==> config.mk <==
export PLATFORM = sky130hd
export DESIGN_NAME = bch_fix_engine
export DESIGN_NICKNAME = d
export VERILOG_FILES = /design/src/rtl/bch_fix_pkg.sv /design/src/rtl/bch_fix_unpack.sv /design/src/rtl/bch_fix_locate.sv /design/src/rtl/bch_fix_seq.sv /design/src/rtl/bch_fix_engine.sv
export SDC_FILE = /design/constraint.sdc
export NUM_CORES = 1
export LEC_CHECK = 0
export ABC_AREA = 1
export ABC_CLOCK_PERIOD_IN_PS = 5700
export BUFFER_PORTS_ARGS = -buffer_cell sky130_fd_sc_hd__buf_4
export CORE_ASPECT_RATIO = 0.6
export CORE_MARGIN = 2
export CORE_UTILIZATION = 45
export DETAILED_ROUTE_END_ITERATION = 12
export GPL_TIMING_DRIVEN = 0
export PLACE_DENSITY = 0.68
export SETUP_SLACK_MARGIN = 0.05
export SYNTH_ARGS = -nofsm -noshare
export SYNTH_HDL_FRONTEND = slang
export SYNTH_HIERARCHICAL = 1
export SYNTH_SLANG_ARGS = --single-unit
==> constraint.sdc <==
create_clock -name clk -period 5.7 [get_ports clk]
set_input_delay 0.57 -clock clk [delete_from_list [all_inputs] [get_ports clk]]
set_output_delay 0.57 -clock clk [all_outputs]
set_load 0.02 [all_outputs]
==> src/rtl/bch_fix_pkg.sv <==
package bch_fix_pkg;

  localparam int POS_W = 16;

  typedef enum logic [1:0] {
    REP_STATUS = 2'd0,
    REP_LOC    = 2'd1,
    REP_PAT    = 2'd2
  } rep_kind_e;

  typedef enum logic [2:0] {
    S_IDLE, S_STAT, S_LANE, S_EA, S_ED, S_RD, S_WR, S_DONE
  } fix_state_e;

  // Target of one correction: area, address and byte lane
  typedef struct packed {
    logic             spare;
    logic [POS_W-1:0] addr;
    logic [1:0]       lane;
  } fix_tgt_t;

  function automatic int field_bytes(input logic [1:0] mode);
    return (mode[1]) ? 1024 : 512;
  endfunction

  function automatic int parity_bytes(input logic [1:0] mode);
    case (mode)
      2'd0:    return 15;
      2'd1:    return 23;
      default: return 45;
    endcase
  endfunction

  function automatic int pad_bytes(input logic [1:0] mode);
    return (mode[1]) ? 64 : 32;
  endfunction

  function automatic logic [1:0] stat_state(input logic [31:0] w, input logic [1:0] lane);
    return w[8*lane +: 2];
  endfunction

  function automatic logic [4:0] stat_count(input logic [31:0] w, input logic [1:0] lane);
    return w[8*lane+2 +: 5];
  endfunction

  function automatic logic [10:0] loc_pick(input logic [31:0] w, input logic odd);
    return odd ? w[26:16] : w[10:0];
  endfunction

  function automatic logic [7:0] pat_pick(input logic [31:0] w, input logic [1:0] k);
    return w[8*k +: 8];
  endfunction

  // Region classification and address arithmetic for one error location
  function automatic fix_tgt_t locate_err(input logic [1:0] mode, input logic [10:0] loc,
                                          input logic [7:0] fidx, input logic [15:0] spare,
                                          input logic [7:0] nf);
    fix_tgt_t t;
    int fsz, par, pad, l, pos;
    fsz = field_bytes(mode);
    par = parity_bytes(mode);
    pad = pad_bytes(mode);
    l   = int'(loc);
    t   = '0;
    if (l < fsz) begin
      t.spare = 1'b0;
      t.addr  = POS_W'(int'(fidx) * fsz + l);
    end else if (l < fsz + 3) begin
      t.spare = 1'b1;
      t.lane  = 2'(l - fsz);
    end else begin
      pos = int'(spare) - par * int'(nf) + par * int'(fidx) + l - (fsz + pad - par);
      t.spare = 1'b1;
      t.addr  = POS_W'(pos >>> 2);
      t.lane  = 2'(pos);
    end
    return t;
  endfunction

endpackage

==> src/rtl/bch_fix_unpack.sv <==
module bch_fix_unpack (
  input  logic [31:0] stat_word,
  input  logic [1:0]  lane,
  input  logic [31:0] rep_word,
  input  logic [1:0]  eidx_lo,
  output logic [1:0]  st,
  output logic [4:0]  cnt,
  output logic [10:0] loc,
  output logic [7:0]  pat
);
  import bch_fix_pkg::*;

  assign st  = stat_state(stat_word, lane);
  assign cnt = stat_count(stat_word, lane);
  assign loc = loc_pick(rep_word, eidx_lo[0]);
  assign pat = pat_pick(rep_word, eidx_lo);
endmodule

==> src/rtl/bch_fix_locate.sv <==
module bch_fix_locate #(
  parameter int FW  = 5,
  parameter int FIW = 4,
  parameter int SW  = 10
) (
  input  logic [1:0]           mode,
  input  logic [10:0]          loc,
  input  logic [FIW-1:0]       fidx,
  input  logic [SW-1:0]        spare,
  input  logic [FW-1:0]        nf,
  output bch_fix_pkg::fix_tgt_t tgt
);
  import bch_fix_pkg::*;

  assign tgt = locate_err(mode, loc, 8'(fidx), 16'(spare), 8'(nf));
endmodule

==> src/rtl/bch_fix_seq.sv <==
module bch_fix_seq #(
  parameter int MAX_ERR = 24,
  parameter int ADDR_W  = 16,
  parameter int FW      = 5,
  parameter int FIW     = 4,
  parameter int SW      = 10,
  parameter int IW      = 4,
  parameter int TW      = 9
) (
  input  logic                   clk,
  input  logic                   rst_n,
  input  logic                   start,
  input  logic [1:0]             mode_i,
  input  logic [FW-1:0]          nf_i,
  input  logic [SW-1:0]          spare_i,
  input  logic [31:0]            rep_rdata,
  input  logic [1:0]             st,
  input  logic [4:0]             cnt,
  input  logic [10:0]            loc,
  input  logic [7:0]             pat,
  input  bch_fix_pkg::fix_tgt_t  tgt,
  input  logic [31:0]            mem_rdata,
  output logic [31:0]            stat_q,
  output logic [1:0]             lane_q,
  output logic [1:0]             eidx_lo,
  output logic [10:0]            loc_q,
  output logic [FIW-1:0]         fidx,
  output logic [1:0]             mode_q,
  output logic [FW-1:0]          nf_q,
  output logic [SW-1:0]          spare_q,
  output logic [1:0]             rep_kind,
  output logic [FIW-1:0]         rep_field,
  output logic [IW-1:0]          rep_idx,
  output logic                   mem_rd,
  output logic                   mem_wr,
  output logic                   mem_spare,
  output logic [ADDR_W-1:0]      mem_addr,
  output logic [31:0]            mem_wdata,
  output logic                   busy,
  output logic                   done,
  output logic                   fail,
  output logic [TW-1:0]          corr_total
);
  import bch_fix_pkg::*;

  localparam int GW = FIW - 2;

  fix_state_e       state_q, adv_state;
  logic [GW-1:0]    grp_q, adv_grp;
  logic [1:0]       adv_lane;
  logic [4:0]       eidx_q, lim_q;
  logic [7:0]       pat_q;
  fix_tgt_t         tgt_q;
  logic [TW-1:0]    total_q;
  logic             fail_q;
  logic [FW-1:0]    ngroups;
  logic             last_grp, last_lane, fld_out;
  logic             err_last;

  assign fidx      = {grp_q, lane_q};
  assign ngroups   = (nf_q + FW'(3)) >> 2;
  assign last_grp  = (FW'(grp_q) + FW'(1)) >= ngroups;
  assign last_lane = (lane_q == 2'd3) || ((FW'(fidx) + FW'(1)) >= nf_q);
  assign fld_out   = FW'(fidx) >= nf_q;
  assign err_last  = (eidx_q + 5'd1) == lim_q;
  assign eidx_lo   = eidx_q[1:0];

  // Step to the next field lane, next status word or the end of the walk
  always_comb begin
    adv_state = S_LANE;
    adv_grp   = grp_q;
    adv_lane  = lane_q + 2'd1;
    if (last_lane) begin
      adv_lane = 2'd0;
      if (last_grp) begin
        adv_state = S_DONE;
      end else begin
        adv_state = S_STAT;
        adv_grp   = grp_q + 1'b1;
      end
    end
  end

  always_ff @(posedge clk) begin
    if (!rst_n) begin
      state_q <= S_IDLE;
      grp_q   <= '0;
      lane_q  <= '0;
      stat_q  <= '0;
      eidx_q  <= '0;
      lim_q   <= '0;
      loc_q   <= '0;
      pat_q   <= '0;
      tgt_q   <= '0;
      total_q <= '0;
      fail_q  <= 1'b0;
      mode_q  <= '0;
      nf_q    <= '0;
      spare_q <= '0;
    end else begin
      case (state_q)
        S_IDLE: if (start) begin
          mode_q  <= mode_i;
          nf_q    <= nf_i;
          spare_q <= spare_i;
          grp_q   <= '0;
          lane_q  <= '0;
          total_q <= '0;
          fail_q  <= 1'b0;
          state_q <= S_STAT;
        end
        S_STAT: begin
          if (rep_rdata == 32'd0) begin
            if (last_grp) state_q <= S_DONE;
            else grp_q <= grp_q + 1'b1;
          end else begin
            stat_q  <= rep_rdata;
            lane_q  <= 2'd0;
            state_q <= S_LANE;
          end
        end
        S_LANE: begin
          if (fld_out || st == 2'd0 || (st == 2'd1 && cnt == 5'd0)) begin
            state_q <= adv_state;
            grp_q   <= adv_grp;
            lane_q  <= adv_lane;
          end else if (st == 2'd1) begin
            total_q <= total_q + TW'(cnt);
            eidx_q  <= '0;
            lim_q   <= (int'(cnt) > MAX_ERR) ? 5'(MAX_ERR) : cnt;
            state_q <= S_EA;
          end else begin
            fail_q  <= 1'b1;
            state_q <= S_DONE;
          end
        end
        S_EA: begin
          loc_q   <= loc;
          state_q <= S_ED;
        end
        S_ED: begin
          pat_q   <= pat;
          tgt_q   <= tgt;
          state_q <= S_RD;
        end
        S_RD: state_q <= S_WR;
        S_WR: begin
          eidx_q <= eidx_q + 5'd1;
          if (err_last) begin
            state_q <= adv_state;
            grp_q   <= adv_grp;
            lane_q  <= adv_lane;
          end else begin
            state_q <= S_EA;
          end
        end
        default: state_q <= S_IDLE;
      endcase
    end
  end

  always_comb begin
    rep_kind  = REP_STATUS;
    rep_field = '0;
    rep_idx   = IW'(grp_q);
    case (state_q)
      S_EA: begin
        rep_kind  = REP_LOC;
        rep_field = fidx;
        rep_idx   = IW'(eidx_q >> 1);
      end
      S_ED: begin
        rep_kind  = REP_PAT;
        rep_field = fidx;
        rep_idx   = IW'(eidx_q >> 2);
      end
      default: ;
    endcase
  end

  assign mem_rd     = (state_q == S_RD);
  assign mem_wr     = (state_q == S_WR);
  assign mem_spare  = (mem_rd || mem_wr) && tgt_q.spare;
  assign mem_addr   = (mem_rd || mem_wr) ? tgt_q.addr[ADDR_W-1:0] : '0;
  assign mem_wdata  = mem_wr ? (mem_rdata ^ ({24'd0, pat_q} << (8 * tgt_q.lane))) : 32'd0;
  assign busy       = (state_q != S_IDLE);
  assign done       = (state_q == S_DONE);
  assign fail       = fail_q;
  assign corr_total = total_q;
endmodule

==> src/rtl/bch_fix_engine.sv <==
module bch_fix_engine #(
  parameter int MAX_FIELDS = 16,
  parameter int MAX_ERR    = 24,
  parameter int ADDR_W     = 16,
  parameter int SW         = 10,
  localparam int FW  = $clog2(MAX_FIELDS + 1),
  localparam int FIW = $clog2(MAX_FIELDS),
  localparam int IW  = $clog2((MAX_ERR + 1) / 2),
  localparam int TW  = $clog2(MAX_FIELDS * 31 + 1)
) (
  input  logic              clk,
  input  logic              rst_n,
  input  logic              start,
  input  logic [1:0]        mode,
  input  logic [FW-1:0]     n_fields,
  input  logic [SW-1:0]     spare_bytes,
  output logic [1:0]        rep_kind,
  output logic [FIW-1:0]    rep_field,
  output logic [IW-1:0]     rep_idx,
  input  logic [31:0]       rep_rdata,
  output logic              mem_rd,
  output logic              mem_wr,
  output logic              mem_spare,
  output logic [ADDR_W-1:0] mem_addr,
  output logic [31:0]       mem_wdata,
  input  logic [31:0]       mem_rdata,
  output logic              done,
  output logic              fail,
  output logic [TW-1:0]     corr_total
);
  import bch_fix_pkg::*;

  logic [31:0]    stat_q;
  logic [1:0]     lane_q, eidx_lo, st, mode_q;
  logic [4:0]     cnt;
  logic [10:0]    loc, loc_q;
  logic [7:0]     pat;
  logic [FIW-1:0] fidx;
  logic [FW-1:0]  nf_q;
  logic [SW-1:0]  spare_q;
  fix_tgt_t       tgt;
  logic           busy;

  bch_fix_unpack unpack_i (
    .stat_word(stat_q), .lane(lane_q), .rep_word(rep_rdata), .eidx_lo(eidx_lo),
    .st(st), .cnt(cnt), .loc(loc), .pat(pat)
  );

  bch_fix_locate #(.FW(FW), .FIW(FIW), .SW(SW)) locate_i (
    .mode(mode_q), .loc(loc_q), .fidx(fidx), .spare(spare_q), .nf(nf_q), .tgt(tgt)
  );

  bch_fix_seq #(
    .MAX_ERR(MAX_ERR), .ADDR_W(ADDR_W), .FW(FW), .FIW(FIW), .SW(SW), .IW(IW), .TW(TW)
  ) seq_i (
    .clk(clk), .rst_n(rst_n), .start(start), .mode_i(mode), .nf_i(n_fields),
    .spare_i(spare_bytes), .rep_rdata(rep_rdata), .st(st), .cnt(cnt), .loc(loc),
    .pat(pat), .tgt(tgt), .mem_rdata(mem_rdata), .stat_q(stat_q), .lane_q(lane_q),
    .eidx_lo(eidx_lo), .loc_q(loc_q), .fidx(fidx), .mode_q(mode_q), .nf_q(nf_q),
    .spare_q(spare_q), .rep_kind(rep_kind), .rep_field(rep_field), .rep_idx(rep_idx),
    .mem_rd(mem_rd), .mem_wr(mem_wr), .mem_spare(mem_spare), .mem_addr(mem_addr),
    .mem_wdata(mem_wdata), .busy(busy), .done(done), .fail(fail), .corr_total(corr_total)
  );
endmodule

# Word level (Yosys, flattened, before mapping)
# Cells that the tools add are included.
# W data, S select, Z words.
dict set report totals {
  output_inout_bits 72
  inputBits 84
  reg_bits 114
  wordCells 139
}
dict set report classes {
  eq_ne 20
  n_reduce_logical 24
  n_bitwise 3
  n_lt_le_gt_ge 6
  shifts 4
  muxes 46
  multipliers 3
  n_addsub 17
}
# op count
set op_table {}
lappend op_table {{$shiftx A32 B33 Y5} 1}
lappend op_table {{$logic_not A32 Y1} 1}
lappend op_table {{$lt A12 B32 Y1} 1}
lappend op_table {{$mux W16} 2}
lappend op_table {{$mux W32} 1}
lappend op_table {{$shiftx A32 B6 Y2} 1}
lappend op_table {{$shiftx A32 B6 Y8} 1}
lappend op_table {{$shl A8 B5 Y32} 1}
lappend op_table {{$xor A32 B32 Y32} 1}
lappend op_table {{$mux W9} 3}
lappend op_table {{$mux W2} 12}
lappend op_table {{$mux W3} 8}
lappend op_table {{$mux W11} 2}
lappend op_table {{$pmux W3 S7} 1}
lappend op_table {{$add A18 B12 Y18} 1}
lappend op_table {{$add A18 B18 Y18} 1}
lappend op_table {{$pmux W9 S2} 1}
lappend op_table {{$sub A11 B18 Y18} 1}
lappend op_table {{$sub A18 B18 Y18} 1}
lappend op_table {{$sub A18 B7 Y18} 1}
lappend op_table {{$mux W17} 1}
lappend op_table {{$add A16 B12 Y16} 1}
lappend op_table {{$pmux W2 S4} 2}
lappend op_table {{$mul A4 B11 Y15} 1}
lappend op_table {{other kinds (48)} 76}

# Logic depth before layout (Yosys ltp)
dict set report logic_depth {
  depth_word 9
  ltp_mapped 32
  depth_no_buf 31
}

# By module
# The synthesis kept the hierarchy.
# module seq_area_each_um2 instances area_per_inst_um2 cells_each
set by_module_without_submodules {}
lappend by_module_without_submodules {bch_fix_seq 2282.2 1 6083.3 888}
lappend by_module_without_submodules {bch_fix_locate 0.0 1 3517.1 495}
lappend by_module_without_submodules {bch_fix_unpack 0.0 1 747.0 183}

# Worst setup path after synthesis
# OpenSTA, ideal clock, no wires.
dict set report synth_timing {
  kind {reg-to-reg}
  from {register seq_i.mode_q[1]}
  to {register seq_i/tgt_q[10] in the netlist's numbering}
  setup_slack_ns -0.444
  path_buffers 1
  path_stages_with_launch 30
  t_arrival_ns 6.024
  period_less_slack_ns 6.144
  t_required_ns 5.581
  setup_time_ns 0.119
  cell_sequence {dfxtp_1 -> inv_1 -> nand2_1 -> buf_2 -> nand2_1 -> fa_1 -> inv_1 -> fa_1 -> inv_1 -> fa_1 -> inv_1 -> ha_1 -> nand3_1 -> nand3_1 -> a21oi_1 -> xor2_1 -> fa_1 -> fa_1 -> inv_1 -> fa_1 -> inv_1 -> ha_1 -> nand2_1 -> inv_1 -> a21oi_1 -> nand4_1 -> nand3_1 -> nand2_1 -> o21ai_0 -> a21oi_1}
}
# item line_no
set synth_rtl {}
lappend synth_rtl {{from (decl)} bch_fix_seq.sv:28} ;# output logic [1:0] mode_q,
lappend synth_rtl {{from (signal assigned)} bch_fix_seq.sv:103} ;# mode_q <= mode_i;
lappend synth_rtl {{to (signal assigned)} bch_fix_seq.sv:143} ;# tgt_q <= tgt;
lappend synth_rtl {{to (decl)} bch_fix_seq.sv:53} ;# fix_tgt_t tgt_q;

==> results.sh <==
export IMPL_dieArea_mm2=0.0240
export IMPL_hp_class="register to register"
export IMPL_crit_path_end_kind="register"
export IMPL_vias_per_cell=5.19
export IMPL_ant_nets=0
export IMPL_finalClockSkew_ps=8.21
export IMPL_place_inst=2014
export IMPL_grt_overflow=0
export IMPL_cts_tree="built"
export IMPL_ff2ff_path_depth=29
export IMPL_setup_ws_ps=-274
export IMPL_yosysWarnings=6
export IMPL_rsz0062_at_grt="yes"
export IMPL_port_buffers=154
export IMPL_numClockSinks=110
export IMPL_grt_pass1_vias=9474
export IMPL_use_met3_pct=7.59
export IMPL_post_route_period_util_pct=105
export IMPL_holdPathStages=2
export IMPL_rows=42
export IMPL_cpMostUsedCell="fa_1"
export IMPL_multiInputGateArea_mm2=0.00726
export IMPL_netlist_area_mm2=0.0102
export IMPL_worst_path_max_delay_cell="fa_1"
export IMPL_num_fill_cells=2180
export IMPL_worstPathRequired_ps=6000
export IMPL_grt_max_degree=18
export IMPL_tightest_slew_ps=798
export IMPL_fin_nets=1954
export IMPL_drc_errors=0
export IMPL_initial_core_util_pct=46.1
export IMPL_die_h_um=121
export IMPL_violations="negative setup slack"
export IMPL_status="finished, violations left"
export IMPL_clockRootBuffer="clkbuf_16"
export IMPL_antennaDiodeCount=0
export IMPL_netlist_instances=1550
export IMPL_grtUsageTotal_pct=28.2
export IMPL_detail_route_iter0_violations=877
export IMPL_fin_crit_ps=5970
export IMPL_fmax_mhz=167
export IMPL_drv_cap=0
export IMPL_firstDrtPassIters=5
export IMPL_worstPathMaxFanout=5
export IMPL_regArea_mm2=0.00221
export IMPL_cp_data_arrival_time_ps=6280
export IMPL_die_w_um=198
export IMPL_finalWeightedCongestion=0.947
export IMPL_path_clk_slew_ps=80
export IMPL_clock_path_buffers=2
export IMPL_busiest_layer="met1"
export IMPL_grt_pass1_wl_mm=51.7
export IMPL_h_tree_depth=3
export IMPL_fin_cells=2048
export IMPL_startpoint_type="register"
export IMPL_antenna_found_initial=0
export IMPL_ios=156
export IMPL_vias=10600
export IMPL_drive_above_1_share_pct=19.8
export IMPL_met2_usage_pct=38.9
export IMPL_use_met1_pct=43.8
export IMPL_relSlewSlack_pct=46.2
export IMPL_clkLatencyLatePin_ps=370
export IMPL_dp_hpwl_mm=27.2
export IMPL_maxSlewViolCount=0
export IMPL_slowest_delay_ps=550
export IMPL_synth_avg_cell_area_um2=6.59
export IMPL_drt_wl_total_mm=33.7
export IMPL_cts_made_buffers=9
export IMPL_area_growth_pct=24.4
export IMPL_finalSetupViolCount=11
export IMPL_finalHoldViolCount=0
export IMPL_core_area_mm2=0.0222
export IMPL_wire_per_inst_um=16.5
export IMPL_holdBufCountCts=0
export IMPL_critPathKind="register to register"
==> cell type report <==
class                           count  area share, %
Multi-Input combinational cell   1125           57.1
Sequential cell                   110           17.4
Timing Repair Buffer              172           10.2
Inverter                          258           7.64
Tap cell                          308           3.03
Buffer                             59           2.49
Clock buffer                       11           1.83
Clock inverter                      5          0.276
==> per-stage QoR <==
step                      cell area (µm²)  utilization [%]  hold slack (ps)  setup slack, ps  TNS, ps
after floorplan                     10400                -              423             51.8        0
after global placement              11900             53.7              433             -402    -4290
after detailed placement            11900             53.7              439             -536    -5770
after CTS                           12400             56.1              451             -191    -1790
after global routing                12700             57.3              471             -522    -5310
final                               12700             57.3              453             -274    -2310
==> path summary, 6_finish.rpt <==
check	from	end	slack [ps]
max reg2reg	seq_i/mode_q[1]	seq_i/tgt_q[15]	-270
max	seq_i/mode_q[1]	seq_i/tgt_q[15]	-270
min	seq_i/stat_q[25]	seq_i/stat_q[25]	450
min reg2reg	seq_i/stat_q[25]	seq_i/stat_q[25]	450
==> registers in the layout (all words and copies together) (netlist names) <==
register and flops:
seq_i/spare_q 10, seq_i/fail 1, seq_i/pat_q 8, seq_i/eidx_q 5, seq_i/lim_q 5, seq_i/state_q 3, seq_i/grp_q 2, seq_i/lane_q 2
seq_i/nf_q 5, seq_i/loc_q 11, seq_i/stat_q 28, seq_i/mode_q 2, seq_i/tgt_q 19, seq_i/corr_total 9
==> layer usage <==
metal	part of all wire, %	vias to the layer above
li1	-	5230
met1	49	4846
met2	39	521
met3	12	28
met4	0.91	0
met5	0	-
==> critical path, delay by kind of cell (launching register included) <==
kind,cells,cell delay [ps]
flops,1,410
buf+inv,7,400
compound gates,4,560
fa+ha+maj,8,3600
xor+xnor,1,170
simple gates,9,770
==> placed cells by master, fill, tap and decap left out, types with 5 or more instances in the layout <==
master	n
nand2_1	326
fa_1	51
nand3_1	112
nand3b_1	7
o21ai_1	14
inv_1	231
ha_4	9
nor2_2	8
xnor2_1	10
nand2_2	20
ha_1	73
a21oi_1	102
dfxtp_1	106
clkbuf_1	34
buf_2	11
a21oi_2	6
o21ai_2	8
clkbuf_16	10
xor2_1	41
nand4_1	15
nand2_4	11
buf_4	179
nor2_4	7
xor2_2	5
buf_6	5
nor2_1	174
inv_2	24
nand3_2	9
o21ai_0	73
==> repair_timing <==
action	4_1_cts	5_1_grt
setup buffers	10	8
endpoints found under the hold margin	0	0
setup endpoints to repair	13	14
resized for setup	50	52
pin swaps	40	52
Power is left out: the tool's default activity adds up to more than one toggle a clock period on the data nets, which glitch-free logic cannot reach.
